[src/rtl/vfd_pkg.sv]
`timescale 1ns/1ps
package vfd_pkg;
    typedef enum logic [1:0] {
        PH_BLANK = 2'd0,
        PH_LIT   = 2'd1,
        PH_DARK  = 2'd2,
        PH_KEYS  = 2'd3
    } vfd_phase_e;
endpackage

[src/rtl/vfd_cfg.sv]
`timescale 1ns/1ps
module vfd_cfg #(
    parameter int MAX_TIM = 20,
    parameter int TIM_W   = 5
) (
    input  logic             clk,
    input  logic             rst_n,
    input  logic [TIM_W-1:0] tim_cfg,
    output logic [TIM_W-1:0] tim_n,
    output logic             restart
);
    localparam logic [TIM_W-1:0] TOP = TIM_W'(MAX_TIM);

    logic [TIM_W-1:0] want;
    logic [TIM_W-1:0] tim_q;

    // clamp the request into 1..MAX_TIM
    always_comb begin
        if (tim_cfg == '0)
            want = TIM_W'(1);
        else if (tim_cfg > TOP)
            want = TOP;
        else
            want = tim_cfg;
    end

    always_ff @(posedge clk) begin
        if (!rst_n)
            tim_q <= TIM_W'(1);
        else
            tim_q <= want;
    end

    assign restart = (want != tim_q);
    assign tim_n   = tim_q;

    // count in use always legal
    p_count_legal_r2: assert property (@(posedge clk) disable iff (!rst_n)
        (tim_q != '0) && (tim_q <= TOP));
endmodule

[src/rtl/vfd_seq.sv]
`timescale 1ns/1ps
module vfd_seq #(
    parameter int BLANK_CYC = 2,
    parameter int STEP_CYC  = 2,
    parameter int KEY_CYC   = 2,
    parameter int KEY_LINES = 16,
    parameter int TIM_W     = 5,
    parameter int LINE_W    = 4
) (
    input  logic                 clk,
    input  logic                 rst_n,
    input  logic                 restart,
    input  logic [TIM_W-1:0]     tim_n,
    input  logic [2:0]           dim_lvl,
    output vfd_pkg::vfd_phase_e  phase,
    output logic [TIM_W-1:0]     tim_idx,
    output logic [LINE_W-1:0]    line_idx,
    output logic                 fetch,
    output logic                 sample,
    output logic                 frame_end
);
    import vfd_pkg::*;

    localparam int ACT_CYC = 8 * STEP_CYC;
    localparam int MAX_A   = (ACT_CYC > BLANK_CYC) ? ACT_CYC : BLANK_CYC;
    localparam int MAX_C   = (MAX_A > KEY_CYC) ? MAX_A : KEY_CYC;
    localparam int CNT_W   = $clog2(MAX_C + 1);

    localparam logic [CNT_W-1:0]  BLANK_LAST = CNT_W'(BLANK_CYC - 1);
    localparam logic [CNT_W-1:0]  ACT_LAST   = CNT_W'(ACT_CYC - 1);
    localparam logic [CNT_W-1:0]  KEY_LAST   = CNT_W'(KEY_CYC - 1);
    localparam logic [CNT_W-1:0]  ACT_LEN    = CNT_W'(ACT_CYC);
    localparam logic [LINE_W-1:0] LINE_LAST  = LINE_W'(KEY_LINES - 1);

    vfd_phase_e        phase_q, phase_d;
    logic [TIM_W-1:0]  tim_q, tim_d;
    logic [LINE_W-1:0] line_q, line_d;
    logic [CNT_W-1:0]  cnt_q, cnt_d;
    logic [CNT_W-1:0]  onl_q, onl_d;
    logic              slot_done;

    // state register
    always_ff @(posedge clk) begin
        if (!rst_n) begin
            phase_q <= PH_BLANK;
            tim_q   <= '0;
            line_q  <= '0;
            cnt_q   <= '0;
            onl_q   <= ACT_LEN;
        end else begin
            phase_q <= phase_d;
            tim_q   <= tim_d;
            line_q  <= line_d;
            cnt_q   <= cnt_d;
            onl_q   <= onl_d;
        end
    end

    // next state
    always_comb begin
        phase_d   = phase_q;
        tim_d     = tim_q;
        line_d    = line_q;
        cnt_d     = cnt_q;
        onl_d     = onl_q;
        slot_done = 1'b0;
        unique case (phase_q)
            PH_BLANK: begin
                if (cnt_q == BLANK_LAST) begin
                    phase_d = PH_LIT;
                    cnt_d   = '0;
                    onl_d   = CNT_W'((int'(dim_lvl) + 1) * STEP_CYC);
                end else begin
                    cnt_d = cnt_q + CNT_W'(1);
                end
            end
            PH_LIT: begin
                if (cnt_q == ACT_LAST) begin
                    slot_done = 1'b1;
                end else begin
                    cnt_d = cnt_q + CNT_W'(1);
                    if (cnt_q == onl_q - CNT_W'(1))
                        phase_d = PH_DARK;
                end
            end
            PH_DARK: begin
                if (cnt_q == ACT_LAST)
                    slot_done = 1'b1;
                else
                    cnt_d = cnt_q + CNT_W'(1);
            end
            PH_KEYS: begin
                if (cnt_q == KEY_LAST) begin
                    cnt_d = '0;
                    if (line_q == LINE_LAST) begin
                        phase_d = PH_BLANK;
                        tim_d   = '0;
                        line_d  = '0;
                    end else begin
                        line_d = line_q + LINE_W'(1);
                    end
                end else begin
                    cnt_d = cnt_q + CNT_W'(1);
                end
            end
        endcase
        if (slot_done) begin
            cnt_d = '0;
            if (tim_q == tim_n - TIM_W'(1)) begin
                phase_d = PH_KEYS;
                line_d  = '0;
            end else begin
                phase_d = PH_BLANK;
                tim_d   = tim_q + TIM_W'(1);
            end
        end
        if (restart) begin
            phase_d = PH_BLANK;
            tim_d   = '0;
            line_d  = '0;
            cnt_d   = '0;
        end
    end

    // outputs
    always_comb begin
        phase     = phase_q;
        tim_idx   = tim_q;
        line_idx  = line_q;
        fetch     = (phase_q == PH_BLANK) && (cnt_q == '0);
        sample    = (phase_q == PH_KEYS) && (cnt_q == KEY_LAST);
        frame_end = sample && (line_q == LINE_LAST);
    end

    // lit part never runs past the dimmed on-time
    p_lit_window_r7: assert property (@(posedge clk) disable iff (!rst_n)
        (phase_q == PH_LIT) |-> (cnt_q < onl_q));
    // a dark part only exists when the on-time is shorter than the slot
    p_dark_short_r7: assert property (@(posedge clk) disable iff (!rst_n)
        (phase_q == PH_DARK) |-> (onl_q < ACT_LEN));
    // timing index stays below the count in use
    p_slot_index_r2: assert property (@(posedge clk) disable iff (!rst_n)
        tim_q < tim_n);
    // scan lines advance one at a time
    p_line_step_r8: assert property (@(posedge clk) disable iff (!rst_n)
        (phase_q == PH_KEYS && cnt_q == KEY_LAST && line_q != LINE_LAST && !restart)
        |=> (line_q == $past(line_q) + LINE_W'(1)));
endmodule

[src/rtl/vfd_outmux.sv]
`timescale 1ns/1ps
module vfd_outmux #(
    parameter int GRID_W    = 16,
    parameter int SEG_W     = 24,
    parameter int KEY_LINES = 16,
    parameter int TIM_W     = 5,
    parameter int LINE_W    = 4
) (
    input  vfd_pkg::vfd_phase_e      phase,
    input  logic [TIM_W-1:0]         tim_idx,
    input  logic [LINE_W-1:0]        line_idx,
    input  logic [GRID_W+SEG_W-1:0]  pat,
    input  logic [GRID_W-1:0]        grid_mode,
    output logic [GRID_W-1:0]        grid_o,
    output logic [SEG_W-1:0]         seg_o
);
    import vfd_pkg::*;

    logic [GRID_W-1:0] lit_grid;
    logic [SEG_W-1:0]  key_drive;

    for (genvar gi = 0; gi < GRID_W; gi++) begin : g_dual
        assign lit_grid[gi] = grid_mode[gi] ? (tim_idx == TIM_W'(gi))
                                            : pat[SEG_W + gi];
    end

    for (genvar ki = 0; ki < SEG_W; ki++) begin : g_scan
        if (ki < KEY_LINES) begin : g_line
            assign key_drive[ki] = (line_idx == LINE_W'(ki));
        end else begin : g_idle
            assign key_drive[ki] = 1'b0;
        end
    end

    always_comb begin
        unique case (phase)
            PH_LIT: begin
                grid_o = lit_grid;
                seg_o  = pat[SEG_W-1:0];
            end
            PH_KEYS: begin
                grid_o = '0;
                seg_o  = key_drive;
            end
            PH_BLANK, PH_DARK: begin
                grid_o = '0;
                seg_o  = '0;
            end
        endcase
    end
endmodule

[src/rtl/vfd_keybank.sv]
`timescale 1ns/1ps
module vfd_keybank #(
    parameter int KEY_LINES = 16,
    parameter int KEY_W     = 8,
    parameter int LINE_W    = 4
) (
    input  logic              clk,
    input  logic              rst_n,
    input  logic              restart,
    input  logic              sample,
    input  logic              frame_end,
    input  logic [LINE_W-1:0] line_idx,
    input  logic [KEY_W-1:0]  key_ret,
    input  logic [LINE_W-1:0] key_sel,
    output logic [KEY_W-1:0]  key_byte,
    output logic              key_irq
);
    logic [KEY_W-1:0] bank [KEY_LINES];
    logic             acc_q;
    logic             irq_q;
    logic             diff_now;

    assign diff_now = (bank[line_idx] != key_ret);

    always_ff @(posedge clk) begin
        if (!rst_n) begin
            for (int i = 0; i < KEY_LINES; i++)
                bank[i] <= '0;
            acc_q <= 1'b0;
            irq_q <= 1'b0;
        end else begin
            if (sample)
                bank[line_idx] <= key_ret;
            if (restart || frame_end)
                acc_q <= 1'b0;
            else if (sample && diff_now)
                acc_q <= 1'b1;
            irq_q <= frame_end && !restart && (acc_q || diff_now);
        end
    end

    assign key_byte = bank[key_sel];
    assign key_irq  = irq_q;

    // interrupt is a single-cycle pulse
    p_irq_single_r10: assert property (@(posedge clk) disable iff (!rst_n)
        key_irq |=> !key_irq);
    // interrupt only follows the end of a key scan
    p_irq_cause_r10: assert property (@(posedge clk) disable iff (!rst_n)
        key_irq |-> $past(frame_end));
endmodule

[src/rtl/vfd_scan_ctrl.sv]
`timescale 1ns/1ps
module vfd_scan_ctrl #(
    parameter int GRID_W    = 16,
    parameter int SEG_W     = 24,
    parameter int MAX_TIM   = 20,
    parameter int BLANK_CYC = 2,
    parameter int STEP_CYC  = 2,
    parameter int KEY_CYC   = 2,
    parameter int KEY_LINES = 16,
    parameter int KEY_W     = 8,
    localparam int TIM_W    = $clog2(MAX_TIM + 1),
    localparam int LINE_W   = $clog2(KEY_LINES),
    localparam int PAT_W    = GRID_W + SEG_W
) (
    input  logic              clk,
    input  logic              rst_n,
    input  logic [TIM_W-1:0]  tim_cfg,
    input  logic [2:0]        dim_lvl,
    input  logic [GRID_W-1:0] grid_mode,
    output logic              dm_ren,
    output logic [TIM_W-1:0]  dm_addr,
    input  logic [PAT_W-1:0]  dm_rdata,
    output logic [GRID_W-1:0] grid_o,
    output logic [SEG_W-1:0]  seg_o,
    input  logic [KEY_W-1:0]  key_ret,
    input  logic [LINE_W-1:0] key_sel,
    output logic [KEY_W-1:0]  key_byte,
    output logic              key_irq
);
    import vfd_pkg::*;

    logic [TIM_W-1:0]  tim_n;
    logic              restart;
    vfd_phase_e        phase;
    logic [TIM_W-1:0]  tim_idx;
    logic [LINE_W-1:0] line_idx;
    logic              fetch, sample, frame_end;
    logic              fetch_d;
    logic [PAT_W-1:0]  pat_q;

    vfd_cfg #(.MAX_TIM(MAX_TIM), .TIM_W(TIM_W)) u_cfg (
        .clk(clk), .rst_n(rst_n), .tim_cfg(tim_cfg),
        .tim_n(tim_n), .restart(restart)
    );

    vfd_seq #(
        .BLANK_CYC(BLANK_CYC), .STEP_CYC(STEP_CYC), .KEY_CYC(KEY_CYC),
        .KEY_LINES(KEY_LINES), .TIM_W(TIM_W), .LINE_W(LINE_W)
    ) u_seq (
        .clk(clk), .rst_n(rst_n), .restart(restart), .tim_n(tim_n),
        .dim_lvl(dim_lvl), .phase(phase), .tim_idx(tim_idx),
        .line_idx(line_idx), .fetch(fetch), .sample(sample),
        .frame_end(frame_end)
    );

    // pattern register: word arrives one cycle after the request
    always_ff @(posedge clk) begin
        if (!rst_n) begin
            fetch_d <= 1'b0;
            pat_q   <= '0;
        end else begin
            fetch_d <= fetch;
            if (fetch_d)
                pat_q <= dm_rdata;
        end
    end

    assign dm_ren  = fetch;
    assign dm_addr = tim_idx;

    vfd_outmux #(
        .GRID_W(GRID_W), .SEG_W(SEG_W), .KEY_LINES(KEY_LINES),
        .TIM_W(TIM_W), .LINE_W(LINE_W)
    ) u_mux (
        .phase(phase), .tim_idx(tim_idx), .line_idx(line_idx),
        .pat(pat_q), .grid_mode(grid_mode),
        .grid_o(grid_o), .seg_o(seg_o)
    );

    vfd_keybank #(.KEY_LINES(KEY_LINES), .KEY_W(KEY_W), .LINE_W(LINE_W)) u_keys (
        .clk(clk), .rst_n(rst_n), .restart(restart), .sample(sample),
        .frame_end(frame_end), .line_idx(line_idx), .key_ret(key_ret),
        .key_sel(key_sel), .key_byte(key_byte), .key_irq(key_irq)
    );

    // blanking and dimmed remainder keep every output off
    p_blank_off_r3: assert property (@(posedge clk) disable iff (!rst_n)
        (phase == PH_BLANK || phase == PH_DARK) |-> (grid_o == '0 && seg_o == '0));
    // never two grids at once
    p_grid_onehot_r6: assert property (@(posedge clk) disable iff (!rst_n)
        $onehot0(grid_o & grid_mode));
    // key slot drives exactly one scan line and no grid
    p_key_drive_r8: assert property (@(posedge clk) disable iff (!rst_n)
        (phase == PH_KEYS) |-> (grid_o == '0 && $countones(seg_o) == 1));
    // count change restarts at blanking of timing 0
    p_restart_r11: assert property (@(posedge clk) disable iff (!rst_n)
        restart |=> (phase == PH_BLANK && tim_idx == '0 && dm_ren));
    // outputs are off in the first cycle out of reset
    p_reset_off_r1: assert property (@(posedge clk)
        !rst_n |=> (grid_o == '0 && seg_o == '0 && !key_irq));
endmodule

[config.mk]
export PLATFORM = sky130hd
export DESIGN_NAME = vfd_scan_ctrl
export DESIGN_NICKNAME = d
export VERILOG_FILES = /design/src/rtl/vfd_pkg.sv /design/src/rtl/vfd_cfg.sv /design/src/rtl/vfd_seq.sv /design/src/rtl/vfd_outmux.sv /design/src/rtl/vfd_keybank.sv /design/src/rtl/vfd_scan_ctrl.sv
export SDC_FILE = /design/constraint.sdc
export NUM_CORES = 1
export LEC_CHECK = 0
export ABC_AREA = 1
export BUFFER_PORTS_ARGS = -buffer_cell sky130_fd_sc_hd__buf_2
export CAP_MARGIN = 10
export CORE_MARGIN = 3
export CORE_UTILIZATION = 60
export CTS_CLUSTER_DIAMETER = 80
export DETAILED_ROUTE_END_ITERATION = 7
export HOLD_SLACK_MARGIN = 0.05
export PLACE_DENSITY = 0.82
export REMOVE_ABC_BUFFERS = 1
export SLEW_MARGIN = 20
export SYNTH_ARGS = -nofsm -noshare
export SYNTH_HDL_FRONTEND = slang
export SYNTH_SLANG_ARGS = --single-unit
[constraint.sdc]
create_clock -name clk -period 5.7 [get_ports clk]
set_input_delay 0.57 -clock clk [delete_from_list [all_inputs] [get_ports clk]]
set_output_delay 0.57 -clock clk [all_outputs]
set_load 0.02 [all_outputs]
==> metrics.csv <==
metric,value,unit
status,"finished, final reports clean",
irDropWorstVdd,0.209,mV
syn_area,0.0111,mm^2
drc,0,
cts_setup_buffers,0,
cts_tree,done,
hold_viol,0,
syn_inst,1468,
drt_iter0_drc,1356,
critPathRequiredTime,5130,ps
overflow,0,
start_util,0.614,
final_nets,1641,
cts_buffers,17,
gp_congestion,0.970,
cts.sinks,196,
cts.clk_slew.worst_paths,70,ps
tightestPinTransition,1150,ps
path_cells,inv_2 > ha_1 > nand2_1 > o21ai_0 > buf_2,
gr-usage-all-layers,0.314,
antenna_cells,0,
cts_htree_levels,4,
critPathArrivalTime,2790,ps
synth_seq_cells,196,
area_growth_syn_to_layout,11.0,%
grt_max_degree,129,
worstPathMaxFanout,26,
tns,0,ps
rows,49,
first_pass_iters,6,
ys_warn_count,0,
clockBufferDepth,2,
via_per_inst,5.77,
cts_root_buf,clkbuf_16,
cts_resized,0,
die_x,142,um
avgSynthCellArea,7.56,um^2
critPathTopFamily,buffers and inverters,
setup_slack,2340,ps
clk_latency,440,ps
preCtsSetupSlack,2740,ps
yosys-top-cells-area,"edfxtp_1 (35%), dfxtp_1 (12%), nand2_1 (11%), nor2_1 (10%), o21ai_0 (7.3%)",
core-area,0.0181,mm^2
ios,133,
max_slew_margin,0.235,
fin_skew,8.21,ps
fmax,297,MHz
antenna_found_initial,0,
ant_nets,0,
drv_slew,0,
startpoint_type,flip-flop,
max_stage_delay,750,ps
drive_above_1_share,0.130,
grt_pass1_wl,49700,um
slowest_stage,ha_1,
maxCapViolCount,0,
ys_seq_area_frac,0.469,
critPathBufInv,2,
ys_types,37,
setup.worst_path.class,flip-flop to output pin,
p_leak,0.00544,uW
vias,10300,
setup_viol,0,
p_per_area,253,mW/mm^2
hold_ws,353,ps
portBuffers,132,
synth_top_cell_by_area,edfxtp_1,
n_fill_cell,1512,
place_hpwl,21400,um
cp-end-kind,output pin,
rsz0062_at_grt,no,
wl_per_cell,17.6,um
hold_buffers,0,
die_y,142,um
drt-total-wl,31500,um
holdCritPathClass,input port to flip-flop,
dieArea,0.0202,mm^2
fin_crit,3360,ps
period_share,0.590,
final_core_util,0.681,
synth_top_area_frac,0.346,
grt_pass1_vias,9651,
==> power by group <==
group / total, uW / internal, uW / switching [uW]
combinational: 297 / 92.5 / 204
sequential: 1620 / 1580 / 36.4
clock: 1210 / 676 / 534
==> cell usage after synthesis (all sizes together) <==
cell / instances
nand2: 317
nor2: 313
o21ai: 166
inv: 144
edfxtp: 128
a21oi: 95
dfxtp: 68
nand3: 57
clkbuf: 50
buf: 34
ha: 19
o211ai: 17
xor2: 15
o221ai: 13
xnor2: 8
nor3: 7
clkinv: 6
or2: 3
nand4: 2
a211oi: 1
a221oi: 1
and3: 1
nor3b: 1
nor4: 1
o22ai: 1
==> cells in the final DEF (no fill, tap or decap), types with 3 or more instances in the layout <==
cell and instances:
o221ai_1 13, nand3_4 10, inv_2 4, nand3_1 46, edfxtp_1 128, a21oi_1 95
xor2_1 15, ha_1 19, xnor2_1 8, clkinv_1 6, clkinv_2 3, nor2_2 3
o211ai_1 13, nor3_1 5, o211ai_2 4, or2_2 3, o21ai_1 3, nor2_1 308
buf_2 131, clkbuf_16 20, clkbuf_8 3, inv_1 140, nand2_1 317, dfxtp_1 67
o21ai_0 163, buf_4 10
==> area by class of cell <==
| class | count | area (um^2) | area share |
|---|---|---|---|
| Tap cell | 229 | 287 | 0.0233 |
| Multi-Input combinational cell | 1038 | 4930 | 0.400 |
| Inverter | 150 | 563 | 0.0457 |
| Clock inverter | 8 | 56.3 | 0.00457 |
| Clock buffer | 24 | 546 | 0.0443 |
| Timing Repair Buffer | 141 | 731 | 0.0593 |
| Sequential cell | 196 | 5210 | 0.423 |
==> worst reg2reg max path, stage by stage, from the launching register on <==
cell and delay, ps:
dfxtp_1 560, inv_2 570, ha_1 690, nand3_1 450, nand2_1 430
==> flip-flops by register name (all words and copies together), names as in the netlist <==
register        count
fetch_d             1
u_seq.line_idx      4
u_keys.bank       128
u_seq.tim_idx       5
pat_q              40
u_keys.key_irq      1
u_cfg.tim_n         5
u_seq.cnt_q         5
u_seq.phase         2
u_seq.onl_q         4
u_keys.acc_q        1
==> cell families after synthesis <==
family / Yosys count / synth area share
AOI/OAI and AO/OA: 294 / 0.143
adders and majority gates: 19 / 0.0214
DFF: 196 / 0.469
and+or+nand+nor: 702 / 0.261
buffers and inverters: 234 / 0.0871
xor gates and xnor gates: 23 / 0.0181
==> path summary, 6_finish.rpt <==
kind / from / end / slack [ps] / cells past startpoint
min: dm_rdata[20] / pat_q[20]$_SDFFE_PN0P_ / 350 / 3
max reg2reg: u_seq.line_idx[1]$_SDFF_PP0_ / u_keys.bank[8][1]$_SDFFCE_PN0P_ / 2670 / 4
min reg2reg: u_seq.onl_q[3]$_SDFFE_PN0P_ / u_seq.onl_q[3]$_SDFFE_PN0P_ / 490 / 2
max: u_seq.line_idx[1]$_SDFF_PP0_ / seg_o[1] / 2340 / 5
==> routing by layer <==
metal | vias to the layer above | global-route usage | wire length (um)
met3 | 76 | 0.0773 | 3500
met5 | - | 0 | 0
li1 | 4910 | - | -
met1 | 4724 | 0.417 | 12400
met2 | 591 | 0.506 | 14700
met4 | 0 | 0.110 | 888
==> per-stage QoR <==
step	area (um^2)	total power (uW)	std cells
2_1_floorplan	10700	1800	1384
3_3_place_gp	11700	1930	1754
3_5_place_dp	11700	1930	1754
4_1_cts	12300	3120	1786
5_1_grt	12300	3220	1786
6_report	12300	3120	1786
Note: power is estimated with default switching activity, not from simulation.
